--- config.mk ---
export PLATFORM = sky130hd
export DESIGN_NAME = dual_bank_reg_steer
export DESIGN_NICKNAME = d
export VERILOG_FILES = /design/src/rtl/dbr_pkg.sv /design/src/rtl/dbr_route.sv /design/src/rtl/dbr_bank.sv /design/src/rtl/dual_bank_reg_steer.sv
export SDC_FILE = /design/constraint.sdc
export NUM_CORES = 1
export LEC_CHECK = 0
export BUFFER_PORTS_ARGS = -buffer_cell sky130_fd_sc_hd__buf_2
export CAP_MARGIN = 20
export CORE_MARGIN = 2
export CORE_UTILIZATION = 62
export CTS_CLUSTER_DIAMETER = 30
export CTS_CLUSTER_SIZE = 14
export DETAILED_ROUTE_END_ITERATION = 10
export PLACE_DENSITY = 0.91
export SETUP_SLACK_MARGIN = 0.4
export SYNTH_ARGS = -nofsm -noshare
export SYNTH_HDL_FRONTEND = slang
export SYNTH_SLANG_ARGS = --single-unit
--- constraint.sdc ---
create_clock -name clk -period 11.5 [get_ports clk]
set_input_delay 2.3 -clock clk [delete_from_list [all_inputs] [get_ports clk]]
set_output_delay 2.3 -clock clk [all_outputs]
set_load 0.01 [all_outputs]
--- src/rtl/dbr_pkg.sv ---
package dbr_pkg;
  localparam int DW = 8;
  localparam int AW = 8;
  localparam int NBANK = 2;
  localparam int SELW = 3;
  localparam logic [AW-1:0] SEL_OFS = 8'h1E;
  localparam logic [SELW-1:0] SEL_RST = 3'b001;

  typedef struct packed {
    logic             accept;
    logic             is_sel;
    logic             is_bank;
    logic [NBANK-1:0] wr_mask;
    logic             rd_bank;
  } route_t;
endpackage

--- src/rtl/dbr_route.sv ---
module dbr_route
  import dbr_pkg::*;
#(
  parameter int DEPTH = 16
) (
  input  logic [SELW-1:0] sel_i,
  input  logic            dual_i,
  input  logic            sec_i,
  input  logic [AW-1:0]   addr_i,
  output route_t          route_o
);
  always_comb begin
    route_o = '0;
    route_o.accept  = !sec_i || (sel_i[2] && dual_i);
    route_o.is_sel  = (addr_i == SEL_OFS);
    route_o.is_bank = (int'(addr_i) < DEPTH);
    if (!dual_i) begin
      route_o.wr_mask = 2'b01;
      route_o.rd_bank = 1'b0;
    end else if (sel_i[2]) begin
      route_o.wr_mask = sec_i ? 2'b10 : 2'b01;
      route_o.rd_bank = sec_i;
    end else begin
      route_o.rd_bank = sel_i[1];
      route_o.wr_mask = (sel_i[1:0] == 2'b00) ? 2'b01 : sel_i[1:0];
    end
  end
endmodule

--- src/rtl/dbr_bank.sv ---
module dbr_bank
  import dbr_pkg::*;
#(
  parameter int DEPTH = 16,
  localparam int IW = $clog2(DEPTH)
) (
  input  logic                clk,
  input  logic                rst_n,
  input  logic                we_i,
  input  logic [IW-1:0]       idx_i,
  input  logic [DW-1:0]       wdata_i,
  output logic [DW-1:0]       rdata_o,
  output logic [DEPTH*DW-1:0] image_o
);
  logic [DW-1:0] mem_q [DEPTH];

  always_ff @(posedge clk or negedge rst_n) begin
    if (!rst_n) begin
      for (int i = 0; i < DEPTH; i++) mem_q[i] <= '0;
    end else if (we_i) begin
      mem_q[idx_i] <= wdata_i;
    end
  end

  assign rdata_o = mem_q[idx_i];

  for (genvar g = 0; g < DEPTH; g++) begin : g_img
    assign image_o[g*DW +: DW] = mem_q[g];
  end
endmodule

--- src/rtl/dual_bank_reg_steer.sv ---
module dual_bank_reg_steer
  import dbr_pkg::*;
#(
  parameter int DEPTH = 16
) (
  input  logic          clk,
  input  logic          rst_n,
  input  logic          dual_mode_i,
  input  logic          id_sec_i,
  input  logic [AW-1:0] addr_i,
  input  logic [DW-1:0] wdata_i,
  input  logic          rd_i,
  input  logic          wr_i,
  output logic          ack_o,
  output logic [DW-1:0] rdata_o
);
  localparam int IW = $clog2(DEPTH);

  logic [1:0] rst_sync_q;
  logic       rst_q;

  always_ff @(posedge clk or negedge rst_n) begin
    if (!rst_n) rst_sync_q <= 2'b00;
    else        rst_sync_q <= {rst_sync_q[0], 1'b1};
  end
  assign rst_q = rst_sync_q[1];

  logic [SELW-1:0] sel_q, sel_d;
  logic            ack_d;
  logic [DW-1:0]   rdata_d;
  route_t          route;
  logic            acc_rd, acc_wr;
  logic [NBANK-1:0] bank_we;
  logic [DW-1:0]   bank_rdata [NBANK];
  logic [DEPTH*DW-1:0] bank_image [NBANK];
  logic [DW-1:0]   rd_value;

  dbr_route #(.DEPTH(DEPTH)) u_route (
    .sel_i  (sel_q),
    .dual_i (dual_mode_i),
    .sec_i  (id_sec_i),
    .addr_i (addr_i),
    .route_o(route)
  );

  assign acc_rd = rd_i && route.accept;
  assign acc_wr = wr_i && route.accept;

  for (genvar b = 0; b < NBANK; b++) begin : g_bank
    assign bank_we[b] = acc_wr && route.is_bank && route.wr_mask[b];
    dbr_bank #(.DEPTH(DEPTH)) u_bank (
      .clk    (clk),
      .rst_n  (rst_q),
      .we_i   (bank_we[b]),
      .idx_i  (addr_i[IW-1:0]),
      .wdata_i(wdata_i),
      .rdata_o(bank_rdata[b]),
      .image_o(bank_image[b])
    );
  end

  always_comb begin
    sel_d = sel_q;
    if (acc_wr && route.is_sel) sel_d = wdata_i[SELW-1:0];

    rd_value = '0;
    if (route.is_sel)       rd_value = {{(DW-SELW){1'b0}}, sel_q};
    else if (route.is_bank) rd_value = bank_rdata[route.rd_bank];

    ack_d   = acc_rd || acc_wr;
    rdata_d = acc_rd ? rd_value : '0;
  end

  always_ff @(posedge clk or negedge rst_q) begin
    if (!rst_q) begin
      sel_q   <= SEL_RST;
      ack_o   <= 1'b0;
      rdata_o <= '0;
    end else begin
      sel_q   <= sel_d;
      ack_o   <= ack_d;
      rdata_o <= rdata_d;
    end
  end
endmodule

==> metrics.cfg <==
[floorplanning]
core_um2=19500
fp.dieArea_um2=21000
initial_core_util=0.634
ios=31
fp-row-count=51
die_y_um=145
die_width_um=145

[timing]
hold_viol_final=0
fmax_mhz=210
min_period_ns=4.77
clock-skew-final_ns=0.0200
drv_slew=0
finalCritPeriodShare=0.415
relSlewSlack=0.226
fin_setup_tns_ns=0
tightest_slew_ns=1.16
rsz0062_at_grt=false
finalSetupViolations=0
hold-worst-slack_ns=0.355

[place]
placed_area_um2=12600
gp_congestion=0.875
place_hpwl_mm=17.6
port_buffers=30
dp.cells=1061

[setup_path]
r2r_start=sel_q[2]$_DFFE_PN0P_
regToRegSetupSlack_ns=8.74
rr_worst_depth=5
critical_path_arrival_ns=5.17
r2r_end=g_bank[1].u_bank.image_o[79]$_DFFE_PN0P_
setup.worst_path.start=addr_i[0]
critical_path.endpoint_type=register
required_ns=11.89
cp-start-kind=input port
path_max_fanout=50
critPathKind=input port to register

[final_layout]
n_fill_cell=1130
nets=863
layout-drive-gt1-share=0.498
n_antenna_cell=0
layout.cells.non_filler=1140
syn_to_final_growth_pct=15.0
stdcell_area_um2=14200

[clock_network]
h-tree-depth=2
clk_latency_ns=0.53
cts.reportedPaths.clkPinSlew_ns=0.05
ctsHoldBuffers=0
clock-sinks=270
cts_buffers=43
cts_resized=0
clock-root-buffer=clkbuf_16
ctsLongestPathBuffers=3
cts_tree=yes
post_cts_buffers=0

[grt]
met3_usage=0.0730
overflow=0
grt_use_met2=0.494
use_met1=0.389
grt-busiest-layer=met2
track_usage=0.302
grt_pass1_vias=8266
grt_max_degree=202
antenna_found_initial=0
grt_pass1_wl_mm=48.3

[logic_synthesis]
ys.warnings.count=0
syn-num-nets=844
synthCells=822
synth_seq_cells=270
synth_edf_count=0
syn-cell-area_um2=12300
synth.distinct_cells=42
ys_seq_area_frac=0.548
async_reset_ff_frac=1.00
synthFlopType=dfrtp_1
avgSynthCellArea_um2=15.0

[flow_run]
maxCapViolations=0

[route]
wire_per_inst_um=27.1
avgViaCountPerCell=6.74
drt_iter0_drc=872
postRouteAntennaNets=0
post-route-drc-count=0
dr.pass1.iters=7
via_count=7678
wl_mm=30.9

[power_and_ir_drop]
ir_worst_vdd_uv=165
power_mw=2.46
p_per_area_nw_per_um2=173
leakage_nw=6.96

[worst_hold_path]
holdPathEnd=rst_sync_q[1]$_DFF_PN0_
worstHoldStart=rst_sync_q[0]$_DFF_PN0_
hold_depth=0
hold_path.class=register to register

[status]
status=complete, no violations

-- layout by cell type, fill, tap and decap left out, types with 3 or more instances in the layout --
cell | Yosys | routed
nor3_1 | 10 | 10
nand3b_1 | 4 | 4
clkinv_4 | 0 | 5
a31oi_1 | 4 | 4
clkbuf_1 | 43 | 4
nand3_1 | 26 | 26
o22ai_1 | 3 | 3
clkbuf_16 | 0 | 45
nor4_1 | 5 | 5
mux4_2 | 56 | 56
and3_1 | 4 | 4
clkbuf_8 | 0 | 6
a22oi_1 | 5 | 5
inv_6 | 0 | 4
a21oi_1 | 6 | 6
dfrtp_1 | 269 | 268
clkinv_2 | 0 | 6
buf_4 | 0 | 6
and2_1 | 3 | 3
or4_1 | 3 | 3
nor2b_1 | 5 | 5
nor2_1 | 11 | 11
buf_2 | 15 | 28
bufinv_16 | 0 | 7
a2111oi_0 | 3 | 3
mux2_2 | 261 | 261
mux2i_1 | 28 | 28
nand2_1 | 29 | 29
-- cell type report --
type                       instances  area (um2)  share of cell area
tap                              265         332              0.0234
sequential                       270        6760               0.477
timing repair buffer              35         205              0.0145
clock buffer                      55        1220              0.0863
inverter                           1        3.75            0.000265
clock inverter                    24         334              0.0236
multi-input combinational        490        5320               0.375
-- how the worst max path moves through the flow --
stage	end	slack [ns]	depth (start not counted)
floorplan	ack_o$_DFF_PN0_	3.42	0
global placement	g_bank[0].u_bank.image_o[110]$_DFFE_PN0P_	6.41	6
detailed placement	g_bank[0].u_bank.image_o[105]$_DFFE_PN0P_	6.30	6
CTS	g_bank[0].u_bank.image_o[109]$_DFFE_PN0P_	6.75	6
global route	g_bank[0].u_bank.image_o[109]$_DFFE_PN0P_	6.52	6
finish	g_bank[0].u_bank.image_o[109]$_DFFE_PN0P_	6.73	6
-- sequential cells by signal, indices dropped and copies added, names as in the netlist --
signal	count
g_bank.u_bank.image_o	256
sel_q	3
rdata_o	8
rst_sync_q	2
ack_o	1
-- cells by family (layout without fill, tap and decap cells) --
kind of cell | count (synthesis) | count (layout) | synth area share
AO/OA/AOI/OAI | 32 | 32 | 0.0189
buffers and inverters | 62 | 115 | 0.0204
flip-flops | 270 | 270 | 0.548
multiplexers | 345 | 345 | 0.363
other | 1 | 1 | 0.000304
AND/OR/NAND/NOR | 112 | 112 | 0.0490
-- where the power goes --
| group | switching [mW] | leakage, nW | internal [mW] |
|---|---|---|---|
| registers | 0.0122 | 3.75 | 0.965 |
| logic | 0.0658 | 2.44 | 0.0334 |
| clock network | 0.466 | 0.764 | 0.914 |
| total | 0.544 | 6.96 | 1.91 |
-- cells in the mapped netlist (all sizes together), types with 4 or more instances --
library cell / n / area share
dfrtp: 269 / 0.55
mux2: 261 / 0.24
mux4: 56 / 0.10
clkbuf: 43 / 0.013
nand2: 29 / 0.0088
mux2i: 28 / 0.023
nand3: 26 / 0.011
buf: 18 / 0.0070
nor2: 13 / 0.0044
nor3: 10 / 0.0041
a21oi: 6 / 0.0024
a22oi: 5 / 0.0030
nor2b: 5 / 0.0025
nor4: 5 / 0.0025
a31oi: 4 / 0.0020
and3: 4 / 0.0020
nand3b: 4 / 0.0024
nor3b: 4 / 0.0047
-- metal layers --
metal	vias to the layer above	share of wire
li1	3122	-
met3	115	0.088
met1	3993	0.38
met2	448	0.49
met4	0	0.044
met5	-	0
-- per-stage QoR --
step,setup slack [ns],utilization
global route,6.52,0.729
finish,6.73,0.729
global placement,6.41,0.649
floorplan,3.42,-
detailed placement,6.30,0.649
CTS,6.75,0.729
-- worst max-delay path, stage by stage --
cell and delay (ns):
buf_4 0.32, buf_4 0.74, nor3b_2 0.48, nor2b_1 0.40, and2_1 0.44, mux2_2 0.40
Note: power is estimated with default switching activity, not from simulation.
